### src/rtl/irq_level_ctrl.sv
module irq_level_ctrl #(
  parameter int NSRC = 24,
  localparam int NREG = (NSRC + 3) / 4,
  localparam int IW = $clog2(NREG + 1),
  localparam int SW = $clog2(NSRC)
) (
  input  logic            clk,
  input  logic            rst_n,
  input  logic [NSRC-1:0] evt,
  input  logic [NSRC-1:0] flag_clr,
  input  logic            en_wr,
  input  logic [NSRC-1:0] en_wdata,
  input  logic            lvl_we,
  input  logic [IW-1:0]   lvl_idx,
  input  logic [7:0]      lvl_wdata,
  input  logic            ie,
  input  logic            ret,
  input  logic [1:0]      ret_level,
  output logic            win_valid,
  output logic [1:0]      win_level,
  output logic [SW-1:0]   win_src,
  output logic [1:0]      cur_level,
  output logic            ack,
  output logic [SW-1:0]   ack_src,
  output logic            wake
);

  logic [7:0]      lvl_reg [NREG];
  logic [1:0]      src_lvl [NSRC];
  logic [NSRC-1:0] flag, en, act;
  logic            best_v;
  logic [1:0]      best_l;
  logic [SW-1:0]   best_s;
  logic            take;

  for (genvar i = 0; i < NSRC; i++) begin : g_lvl
    assign src_lvl[i] = lvl_reg[i / 4][2 * (i % 4) +: 2];
  end

  for (genvar k = 0; k < NREG; k++) begin : g_reg
    always_ff @(posedge clk) begin
      if (!rst_n) lvl_reg[k] <= 8'hFF;
      else if (lvl_we && lvl_idx == IW'(k)) lvl_reg[k] <= lvl_wdata;
    end
  end

  always_ff @(posedge clk) begin
    if (!rst_n) begin
      flag <= '0;
      en   <= '0;
    end else begin
      flag <= (flag & ~flag_clr) | evt;
      if (en_wr) en <= en_wdata;
    end
  end

  assign act  = flag & en;
  assign wake = |act;

  always_comb begin
    best_v = 1'b0;
    best_l = 2'd3;
    best_s = '0;
    for (int i = NSRC - 1; i >= 0; i--) begin
      if (act[i] && src_lvl[i] != 2'd3 && src_lvl[i] <= best_l) begin
        best_v = 1'b1;
        best_l = src_lvl[i];
        best_s = SW'(i);
      end
    end
  end

  assign take = win_valid && ie && !ret && (win_level < cur_level);

  always_ff @(posedge clk) begin
    if (!rst_n) begin
      win_valid <= 1'b0;
      win_level <= 2'd3;
      win_src   <= '0;
      cur_level <= 2'd3;
      ack       <= 1'b0;
      ack_src   <= '0;
    end else begin
      win_valid <= best_v;
      win_level <= best_l;
      win_src   <= best_s;
      ack       <= take;
      if (take) ack_src <= win_src;
      if (ret) cur_level <= ret_level;
      else if (take) cur_level <= win_level;
    end
  end

  a_r6_ack_needs_urgent: assert property (@(posedge clk) disable iff (!rst_n)
    ack |-> ($past(win_valid) && $past(ie) && ($past(win_level) < $past(cur_level))));
  a_r6_level_loaded: assert property (@(posedge clk) disable iff (!rst_n)
    ack |-> (cur_level == $past(win_level) && ack_src == $past(win_src)));
  a_r8_ret_restores: assert property (@(posedge clk) disable iff (!rst_n)
    $past(ret) |-> (cur_level == $past(ret_level) && !ack));
  a_r4_no_level3_winner: assert property (@(posedge clk) disable iff (!rst_n)
    win_valid |-> win_level != 2'd3);
  a_r9_wake_before_win: assert property (@(posedge clk) disable iff (!rst_n)
    win_valid |-> $past(wake));
  a_r3_flags_sticky: assert property (@(posedge clk) disable iff (!rst_n)
    (($past(flag) & ~$past(flag_clr) & ~flag) == '0));

endmodule

### config.mk
export PLATFORM = sky130hd
export DESIGN_NAME = irq_level_ctrl
export DESIGN_NICKNAME = d
export VERILOG_FILES = /design/src/rtl/irq_level_ctrl.sv
export SDC_FILE = /design/constraint.sdc
export NUM_CORES = 1
export LEC_CHECK = 0
export ABC_AREA = 1
export BUFFER_PORTS_ARGS = -buffer_cell sky130_fd_sc_hd__buf_4
export CORE_AREA = 2 2 127 129
export CTS_BUF_LIST = sky130_fd_sc_hd__clkbuf_16
export CTS_CLUSTER_SIZE = 14
export DETAILED_ROUTE_END_ITERATION = 8
export DIE_AREA = 0 0 129 131
export PLACE_DENSITY = 0.58
export SLEW_MARGIN = 20
export SYNTH_ARGS = -nofsm -noshare
export SYNTH_HDL_FRONTEND = slang
export SYNTH_SLANG_ARGS = --single-unit
### constraint.sdc
create_clock -name clk -period 34.4 [get_ports clk]
set_clock_uncertainty 0.15 [all_clocks]
set_input_delay 6.88 -clock clk [delete_from_list [all_inputs] [get_ports clk]]
set_output_delay 6.88 -clock clk [all_outputs]
set_load 0.02 [all_outputs]
==> results.md <==
- Status: completed
- Final core occ: 48.0%
- Synth cell types: 45
- Simple-gate portion of the synthesized area: 28.4%
- Total CTS buffers: 9
- CP Class: reg -> reg
- Slew Limit Fails: 0
- Clk sinks: 112
- Largest area contributor in the netlist: edfxtp_1
- P_leak: 3.61 nW
- Diode count: 0
- Initial core utilization: 39.3%
- CTS tree: built
- Seq cells post-synth: 112
- Post-route cell area: 7490 um^2
- I/O Pins: 108
- Pre-CTS WS: 12130 ps
- Nets: 1025
- DRT iter0 DRCs: 354
- DRC viols: 0
- WHS Endpoint: ack_src[1]
- Die Y: 131 um
- Vias: 5357
- Fmax: 44.7 MHz
- Post-route antenna net violation count: 0
- Resized cells post-CTS: 0
- Ys async rst share: 0%
- RR Endpoint: win_src[2]
- First-pass GRT wire length: 24500 um
- Max transition margin: 41.0%
- Mapped Cells: 801
- Die W: 129 um
- Sequential area share after synthesis: 44.4%
- Largest family of logic cells by synthesized area: simple AND/OR/NAND/NOR gates
- Detail Placement HPWL: 11600 um
- Core Area: 15600 um^2
- Largest net degree at the start of global routing: 39
- Cell area after placement: 7170 um^2
- Worst hold slack: 338 ps
- Slowest CP cell: dfxtp_1
- Max FFs per register: 48
- Maxcap violations: 0
- Vias in the first global route: 4986
- Commonest cells in the netlist: 177 x nand2_1, 124 x nor2_1, 113 x inv_1
- # setup viols final: 0
- Unrepaired setup endpoints after global routing: no
- Top-count cell post-synth: nand2_1
- Drt pass-1 iters: 5
- Yosys top cell area share: 23.5%
- Vias/cell: 4.74
- Setup crit end kind: register
- H-tree Lvls: 3
- Pwr dens: 45.7 nW/um^2
- Total Routing Usage GR: 18.8%
- Layout cell share with drive strength beyond 1: 19.4%
- Worst-path maximum fanout: 5
- Clock transition at the registers of the reported paths: 70 ps
- Tmin final: 22350 ps
- CP required: 34520 ps
- IO buf count: 107
- Mux cell area share after synthesis: 0%
- Synth top area cells: edfxtp_1 24%, dfxtp_1 21%, nand2_1 11%
- Slew at the pin closest to its max-slew limit: 884 ps
- Setup WS post-layout: 12050 ps
- Most used DFF post-synth: dfxtp_1
- YS warnings: 0
- CTS Buffer Depth: 2
- Number of flops mapped to enable cells by yosys: 48
- Total Routed Length: 15100 um
- Mapped cell area: 6130 um^2
- Synthesized area per cell: 7.65 um^2
- Synth Area in Compound Gates: 14.2%
- Register-to-register setup slack: 12050 ps
- WP data arrival: 22470 ps
- TNS Setup: 0 ps
- Final Cycle Share: 65.0%
- Fin. Hold Viols: 0
- Root buf cell: clkbuf_16
- Max incr delay on CP: 370 ps
- Initial antenna violation count: 0
- CP startpoint kind: register
- Worst min path class: reg -> reg
- Hold-fix buffers, CTS: 0
- Post-synthesis adder-cell area fraction: 5.10%
- Die area: 16900 um^2
- Peak supply drop: 0.0346 mV
- WHS Path Cells: 2
- Hold Startpoint: ack_src[1]
- Worst R2R Start: flag[23]
- Cell mode on critical path: nand2_1
- Setup repair bufs after CTS: 0
- Synth Area in XOR/XNOR: 0%
- FP Rows: 46
- Gr ovfl total: 0
- Area grow syn2layout: 22.2%
- WL/cell: 13.4 um
- Worst skew pair latency: 350 ps
- Synthesized Nets: 917
- GP Congestion: 0.835
- R2R depth: 157
## layer usage
| layer | share of wire, % | up-vias | track usage [%] |
|---|---|---|---|
| met2 | 44 | 125 | 29.7 |
| li1 | - | 2841 | - |
| met1 | 49 | 2374 | 26.3 |
| met4 | 1.4 | 0 | 4.92 |
| met3 | 5.4 | 17 | 3.83 |
| met5 | 0 | - | 0 |
## stage by stage
| stage | instances | power, mW |
|---|---|---|
| after global routing | 1130 | 0.363 |
| after detailed placement | 1114 | 0.233 |
| after global placement | 1114 | 0.233 |
| final | 1130 | 0.343 |
| after CTS | 1130 | 0.346 |
| after floorplan | 801 | 0.207 |
## cells in the final DEF (no fill, tap or decap), drive strengths merged, types with 2 or more instances in the layout
master    Yosys  final
dfxtp        64     64
or2           3      3
nor3          3      3
o211ai       12     12
ha           25     25
nor2        126    126
clkinv        3      5
o21bai        2      2
nand4        10     10
and2         10     10
a21oi        44     44
nand2       186    186
nand3        49     49
bufinv        0      2
o22ai         4      4
o221ai        2      2
buf           2    108
clkinvlp      0      2
a21boi        2      2
a31oi         2      2
nor4          2      2
edfxtp       48     48
inv         115    116
o21ai        72     72
clkbuf        9      9
## power breakdown
| group | internal, mW | switching, mW |
|---|---|---|
| clock network | 0.0639 | 0.0486 |
| logic | 0.0323 | 0.0436 |
| registers | 0.148 | 0.00572 |
| total | 0.245 | 0.0980 |
## cell families (layout without fill, tap and decap cells)
logic type,after synthesis,after routing
flip-flops,112,112
adder cells (fa/ha/maj),25,25
AND/OR/NAND/NOR,392,392
buffers and inverters,129,242
AO/OA/AOI/OAI,143,143
## critical path: cells and delay by family, from the launching register on
kind            cells  cell delay (ps)
simple gates       90            10290
flops               1              370
compound gates     31             4440
buf+inv            13             1000
fa+ha+maj          23             6040
## worst max-delay path by stage
| stage | start | end | cells after the start |
|---|---|---|---|
| finish | flag[23] | win_src[2] | 157 |
| global route | flag[23] | win_src[2] | 157 |
| CTS | flag[23] | win_src[2] | 157 |
| detailed placement | flag[23] | win_src[2] | 157 |
| global placement | flag[23] | win_src[2] | 159 |
| floorplan | flag[23] | win_src[2] | 157 |
## final cells by class
cell class,count,area (um^2)
Multi-Input combinational cell,560,2920
Timing Repair Buffer,108,811
Fill cell,1598,8110
Sequential cell,112,2720
Tap cell,216,270
Clock buffer,9,225
Clock inverter,7,95.1
Inverter,118,443
No activity file was read; power rests on OpenSTA's default activity.
